File: src/rtl/sdram_apt_pkg.sv
package sdram_apt_pkg;

   typedef enum logic [1:0] {
      CMD_NOP = 2'd0,
      CMD_ACT = 2'd1,
      CMD_RD  = 2'd2,
      CMD_WR  = 2'd3
   } apt_cmd_e;

   typedef enum logic [1:0] {
      BK_IDLE   = 2'd0,
      BK_OPEN   = 2'd1,
      BK_RDAP   = 2'd2,
      BK_PRECH  = 2'd3
   } apt_bank_e;

endpackage

File: src/rtl/sdram_apt_bank.sv
module sdram_apt_bank
   import sdram_apt_pkg::*;
#(
   parameter int CNT_W = 4
) (
   input  logic             clk,
   input  logic             rst_n,
   input  logic             do_act,
   input  logic             do_rdap,
   input  logic             do_cut,
   input  logic [CNT_W-1:0] burst_cyc,
   input  logic [CNT_W-1:0] trp_cyc,
   output apt_bank_e        st,
   output logic             ready
);

   logic [CNT_W-1:0] cnt;

   always_ff @(posedge clk or negedge rst_n) begin
      if (!rst_n) begin
         st  <= BK_IDLE;
         cnt <= '0;
      end else begin
         unique case (st)
            BK_IDLE: begin
               if (do_act) st <= BK_OPEN;
            end
            BK_OPEN: begin
               if (do_rdap) begin
                  st  <= BK_RDAP;
                  cnt <= burst_cyc - CNT_W'(1);
               end
            end
            BK_RDAP: begin
               if (do_cut || cnt == '0) begin
                  st  <= BK_PRECH;
                  cnt <= trp_cyc - CNT_W'(1);
               end else begin
                  cnt <= cnt - CNT_W'(1);
               end
            end
            BK_PRECH: begin
               if (do_act)            st  <= BK_OPEN;
               else if (cnt == '0)    st  <= BK_IDLE;
               else                   cnt <= cnt - CNT_W'(1);
            end
            default: st <= BK_IDLE;
         endcase
      end
   end

   assign ready = (st == BK_IDLE) || (st == BK_PRECH && cnt == '0);

endmodule

File: src/rtl/sdram_apt_dqm.sv
module sdram_apt_dqm #(
   parameter int CL_W = 2
) (
   input  logic            clk,
   input  logic            rst_n,
   input  logic            fire,
   input  logic [CL_W-1:0] cl_cyc,
   output logic            dqm_req
);

   logic [CL_W-1:0] left;

   always_ff @(posedge clk or negedge rst_n) begin
      if (!rst_n)           left <= '0;
      else if (fire)        left <= cl_cyc;
      else if (left != '0)  left <= left - CL_W'(1);
   end

   assign dqm_req = (left != '0);

endmodule

File: src/rtl/sdram_apt_tracker.sv
module sdram_apt_tracker
   import sdram_apt_pkg::*;
#(
   parameter int NUM_BANKS = 4,
   parameter int TRP_W     = 4,
   parameter int BL_SHORT  = 4,
   parameter int BL_LONG   = 8,
   parameter int CL_LOW    = 2,
   parameter int CL_HIGH   = 3,
   localparam int BANK_W   = $clog2(NUM_BANKS)
) (
   input  logic                 clk,
   input  logic                 rst_n,
   input  logic [TRP_W-1:0]     trp_cfg,
   input  logic                 cas_lat,
   input  logic                 burst_len,
   input  logic                 cmd_valid,
   input  logic [1:0]           cmd_type,
   input  logic [BANK_W-1:0]    cmd_bank,
   input  logic                 cmd_ap,
   output logic [NUM_BANKS-1:0] act_ok,
   output logic                 cmd_err,
   output logic                 dqm_req
);

   localparam int BL_W  = $clog2(BL_LONG + 1);
   localparam int CNT_W = (TRP_W > BL_W) ? TRP_W : BL_W;
   localparam int CL_W  = $clog2(CL_HIGH + 1);

   if (NUM_BANKS < 2 || (1 << BANK_W) != NUM_BANKS) begin : g_bad_banks
      $error("NUM_BANKS must be a power of two, at least 2");
   end
   if (BL_SHORT < 1 || BL_LONG <= BL_SHORT) begin : g_bad_bl
      $error("burst lengths must satisfy 1 <= BL_SHORT < BL_LONG");
   end
   if (CL_LOW < 1 || CL_HIGH <= CL_LOW) begin : g_bad_cl
      $error("CAS latencies must satisfy 1 <= CL_LOW < CL_HIGH");
   end
   if (TRP_W < 1) begin : g_bad_trp
      $error("TRP_W must be at least 1");
   end

   logic [TRP_W-1:0] trp_q;
   always_ff @(posedge clk) begin
      if (!rst_n) trp_q <= (trp_cfg == '0) ? TRP_W'(1) : trp_cfg;
   end

   logic [CNT_W-1:0] burst_cyc, trp_cyc;
   logic [CL_W-1:0]  cl_cyc;
   assign burst_cyc = burst_len ? CNT_W'(BL_LONG) : CNT_W'(BL_SHORT);
   assign trp_cyc   = CNT_W'(trp_q);
   assign cl_cyc    = cas_lat ? CL_W'(CL_HIGH) : CL_W'(CL_LOW);

   apt_cmd_e               cmd;
   logic [NUM_BANKS-1:0][1:0] st_vec;
   logic [NUM_BANKS-1:0]   rdap_vec;
   logic [NUM_BANKS-1:0]   sel_oh;
   apt_bank_e              sel_st;
   logic                   legal_act, legal_rw, illegal, dqm_fire;

   assign cmd    = apt_cmd_e'(cmd_type);
   assign sel_oh = NUM_BANKS'(1) << cmd_bank;
   assign sel_st = apt_bank_e'(st_vec[cmd_bank]);

   assign legal_act = cmd_valid && cmd == CMD_ACT && act_ok[cmd_bank];
   assign legal_rw  = cmd_valid && (cmd == CMD_RD || cmd == CMD_WR) && sel_st == BK_OPEN;
   assign illegal   = cmd_valid && cmd != CMD_NOP && !legal_act && !legal_rw;
   assign dqm_fire  = legal_rw && cmd == CMD_WR && (|(rdap_vec & ~sel_oh));

   for (genvar b = 0; b < NUM_BANKS; b++) begin : g_bank
      apt_bank_e st_b;
      sdram_apt_bank #(.CNT_W(CNT_W)) u_bank (
         .clk       (clk),
         .rst_n     (rst_n),
         .do_act    (legal_act && sel_oh[b]),
         .do_rdap   (legal_rw && sel_oh[b] && cmd == CMD_RD && cmd_ap),
         .do_cut    (legal_rw && !sel_oh[b]),
         .burst_cyc (burst_cyc),
         .trp_cyc   (trp_cyc),
         .st        (st_b),
         .ready     (act_ok[b])
      );
      assign st_vec[b]   = st_b;
      assign rdap_vec[b] = (st_b == BK_RDAP);
   end

   always_ff @(posedge clk or negedge rst_n) begin
      if (!rst_n) cmd_err <= 1'b0;
      else        cmd_err <= illegal;
   end

   sdram_apt_dqm #(.CL_W(CL_W)) u_dqm (
      .clk     (clk),
      .rst_n   (rst_n),
      .fire    (dqm_fire),
      .cl_cyc  (cl_cyc),
      .dqm_req (dqm_req)
   );

endmodule

File: config.mk
export PLATFORM = sky130hd
export DESIGN_NAME = sdram_apt_tracker
export DESIGN_NICKNAME = d
export VERILOG_FILES = /design/src/rtl/sdram_apt_pkg.sv /design/src/rtl/sdram_apt_bank.sv /design/src/rtl/sdram_apt_dqm.sv /design/src/rtl/sdram_apt_tracker.sv
export SDC_FILE = /design/constraint.sdc
export NUM_CORES = 1
export LEC_CHECK = 0
export ABC_AREA = 1
export ABC_CLOCK_PERIOD_IN_PS = 4700
export BUFFER_PORTS_ARGS = -buffer_cell sky130_fd_sc_hd__buf_2
export CORE_MARGIN = 2
export CORE_UTILIZATION = 55
export DETAILED_ROUTE_END_ITERATION = 12
export PLACE_DENSITY = 0.73
export SLEW_MARGIN = 20
export SYNTH_ARGS = -nofsm -noshare
export SYNTH_HDL_FRONTEND = slang
export SYNTH_HIERARCHICAL = 1
export SYNTH_SLANG_ARGS = --single-unit
File: constraint.sdc
create_clock -name clk -period 4.7 [get_ports clk]
set_input_delay 0.705 -clock clk [delete_from_list [all_inputs] [get_ports clk]]
set_output_delay 0.705 -clock clk [all_outputs]
set_load 0.02 [all_outputs]
==> impl_metrics.tcl <==
set metrics [dict create \
    outcome "complete, no violations" \
    dp_worst_setup_slack_ns 2.09 \
    r2r-start "g_bank[3].u_bank/st[1]" \
    clock-sinks 31 \
    wirelength_um 7600 \
    finalCriticalPeriod_ns 2.60 \
    hold_viol_final 0 \
    num_vias 3129 \
    vias_per_cell 4.88 \
    drive_gt1_frac 0.213 \
    first_global_vias 2998 \
    rsz0062_at_grt "no" \
    nFillCells 590 \
    grt_max_degree 29 \
    final-max-slew-violation-count 0 \
    gp_congestion 0.866 \
    synth_area_leaders "dfrtp_1, ha_1, nand2_1" \
    clkSlewWorstSetupHoldPaths_ns 0.07 \
    clock_path_buffers 2 \
    insertedDiodeCount 0 \
    dpl_cell_area_sq_um 3860 \
    die_w_um 85.4 \
    synth_ff_type "dfrtp_1" \
    synth_warnings 6 \
    root_buffer "clkbuf_8" \
    max-slew-margin-rel 0.541 \
    hpwl_um 6020 \
    coreArea_sq_um 6390 \
    ant_nets 0 \
    setup_violations 0 \
    synth_seq_area_share 0.218 \
    synth.most_common_cell "nand2_1" \
    start_util 0.571 \
    critical_path_class "register to register" \
    ir_drop_v 0.000360 \
    drc 0 \
    p_per_area_nw_per_um2 565 \
    area_growth_syn_to_layout_pct 8.06 \
    pin_count 20 \
    synthCells 527 \
    finalCritPeriodShare 0.553 \
    cts_setup_buffers 0 \
    clock_skew_ns 0.00998 \
    clock.fmax_ghz 0.385 \
    cts_buffers 5 \
    final.setup.worst_slack_ns 2.10 \
    critPathLaunchType "register" \
    syn_avg_cell_area_sq_um 6.92 \
    cts_tree "built" \
    wl_per_cell_um 11.9 \
    grtUsageTotal 0.226 \
    port_buffers 19 \
    drt_first_pass_iters 4 \
    crit_fanout 7 \
    synth_cell_types 36 \
    dieArea_sq_um 7300 \
    overflow 0 \
    fin_area_sq_um 3940 \
    multiInputGateArea_sq_um 2470 \
    clk_latency_ns 0.29 \
    htreeDepth 2 \
    synth_top_area_frac 0.185 \
    grt_pass1_wl_um 13400 \
    cp-startpoint "g_bank[3].u_bank/st[1]" \
    layout.area.seq_sq_um 796 \
    cts_resized 0 \
    drv_cap 0 \
    r2r_slack_ns 2.10 \
    min_path_type "input port to asynchronous set/reset pin" \
    yosysTopAreaCell "dfrtp_1" \
    die_h_um 85.4 \
    synth_enable_flop_cells 4 \
    tightest_slew_ns 0.688 \
    critPathCaptureType "register" \
    required_ns 4.90 \
    ys_top_cells_by_count "nand2_1, inv_1, nor2_1" \
    holdBufCountCts 0 \
    p_leak_nw 2.06 \
    ys_seq_elements 31 \
    synthArstFlopShare 0.871 \
    synth_area_sq_um 3650 \
    antenna_found_initial 0 \
    setup_tns_ns 0 \
    drt_iter0_markers 160 \
    cp.arrival_ns 2.80 \
    fin_nets 614 \
    fp-row-count 29 \
]
## power breakdown
part           switching [W]  internal [W]
clock network       0.000104      0.000101
registers           0.000146      0.000400
logic               0.000894      0.000581
## critical path, cell delays in order, from the launching register on
cell,delay [ns]
dfrtp_1,0.47
ha_1,0.38
inv_2,0.10
o21ai_0,0.29
nand2_1,0.10
nand2_1,0.08
nand2_1,0.06
nand2_1,0.08
nand2_1,0.14
nor3_2,0.25
nand2_1,0.13
nand3b_2,0.13
nor2_4,0.07
nand2_1,0.06
nor2_1,0.04
a21oi_1,0.14
## state kept, by name, indices dropped and copies added (netlist names)
signal,count
u_dqm/left,2
g_bank.u_bank/cnt,16
trp_cyc,4
g_bank.u_bank/st,8
cmd_err,1
## worst paths after layout
| kind | depth (start not counted) | to |
|---|---|---|
| max | 15 | g_bank[0].u_bank/cnt[1] |
| min | 1 | g_bank[1].u_bank/cnt[3] |
| max reg2reg | 15 | g_bank[0].u_bank/cnt[1] |
| min reg2reg | 2 | u_dqm/left[0] |
| max in group asynchronous | 1 | cmd_err |
| min in group clk | 2 | u_dqm/left[0] |
## cells by family (layout without fill, tap and decap cells)
group / Yosys count / after routing / share of synthesized area
AO/OA/AOI/OAI: 53 / 53 / 0.0864
XOR/XNOR: 8 / 8 / 0.0192
adder cells (fa/ha/maj): 37 / 37 / 0.127
buffers and inverters: 111 / 133 / 0.120
flip-flops: 31 / 31 / 0.218
other: 2 / 17 / 0.00206
AND/OR/NAND/NOR: 285 / 285 / 0.427
## layer usage
| layer | up-vias | share of wire | global-route usage | routed length (um) |
|---|---|---|---|---|
| met5 | - | 0 | 0 | 0 |
| met4 | 0 | 0.012 | 0.0664 | 88 |
| met3 | 10 | 0.041 | 0.0418 | 312 |
| met2 | 46 | 0.49 | 0.383 | 3700 |
| met1 | 1393 | 0.46 | 0.292 | 3500 |
| li1 | 1680 | - | - | - |
## area by class of cell
class / count / area share
repair buffers: 19 / 0.0241
clock buffers: 6 / 0.0184
flip-flops and latches: 31 / 0.202
well taps: 77 / 0.0244
multi-input cells: 400 / 0.626
clock inverters: 2 / 0.00190
inverters: 106 / 0.103
## placed cells by master, fill, tap and decap left out, types with 5 or more instances in the layout
master / count
nand2_4: 10
nor2_1: 62
nand3_1: 40
buf_2: 19
conb_1: 17
nor2_4: 13
or2_1: 5
o21ai_0: 9
xor2_1: 8
dfrtp_1: 27
inv_1: 81
o21ai_1: 12
clkbuf_8: 5
inv_2: 23
nand2_1: 101
nor2_2: 27
a21oi_1: 12
ha_1: 37
## metrics by stage
| step | hold slack (ns) | total power (W) | utilization | std cells |
|---|---|---|---|---|
| finish | 0.439 | 0.00223 | 0.617 | 641 |
| global route | 0.525 | 0.00248 | 0.617 | 641 |
| CTS | 0.487 | 0.00224 | 0.617 | 641 |
| detailed placement | 0.516 | 0.00202 | 0.605 | 633 |
| global placement | 0.506 | 0.00198 | 0.605 | 633 |
| floorplan | 0.409 | 0.00173 | - | 542 |
Note: power is estimated with default switching activity, not from simulation.
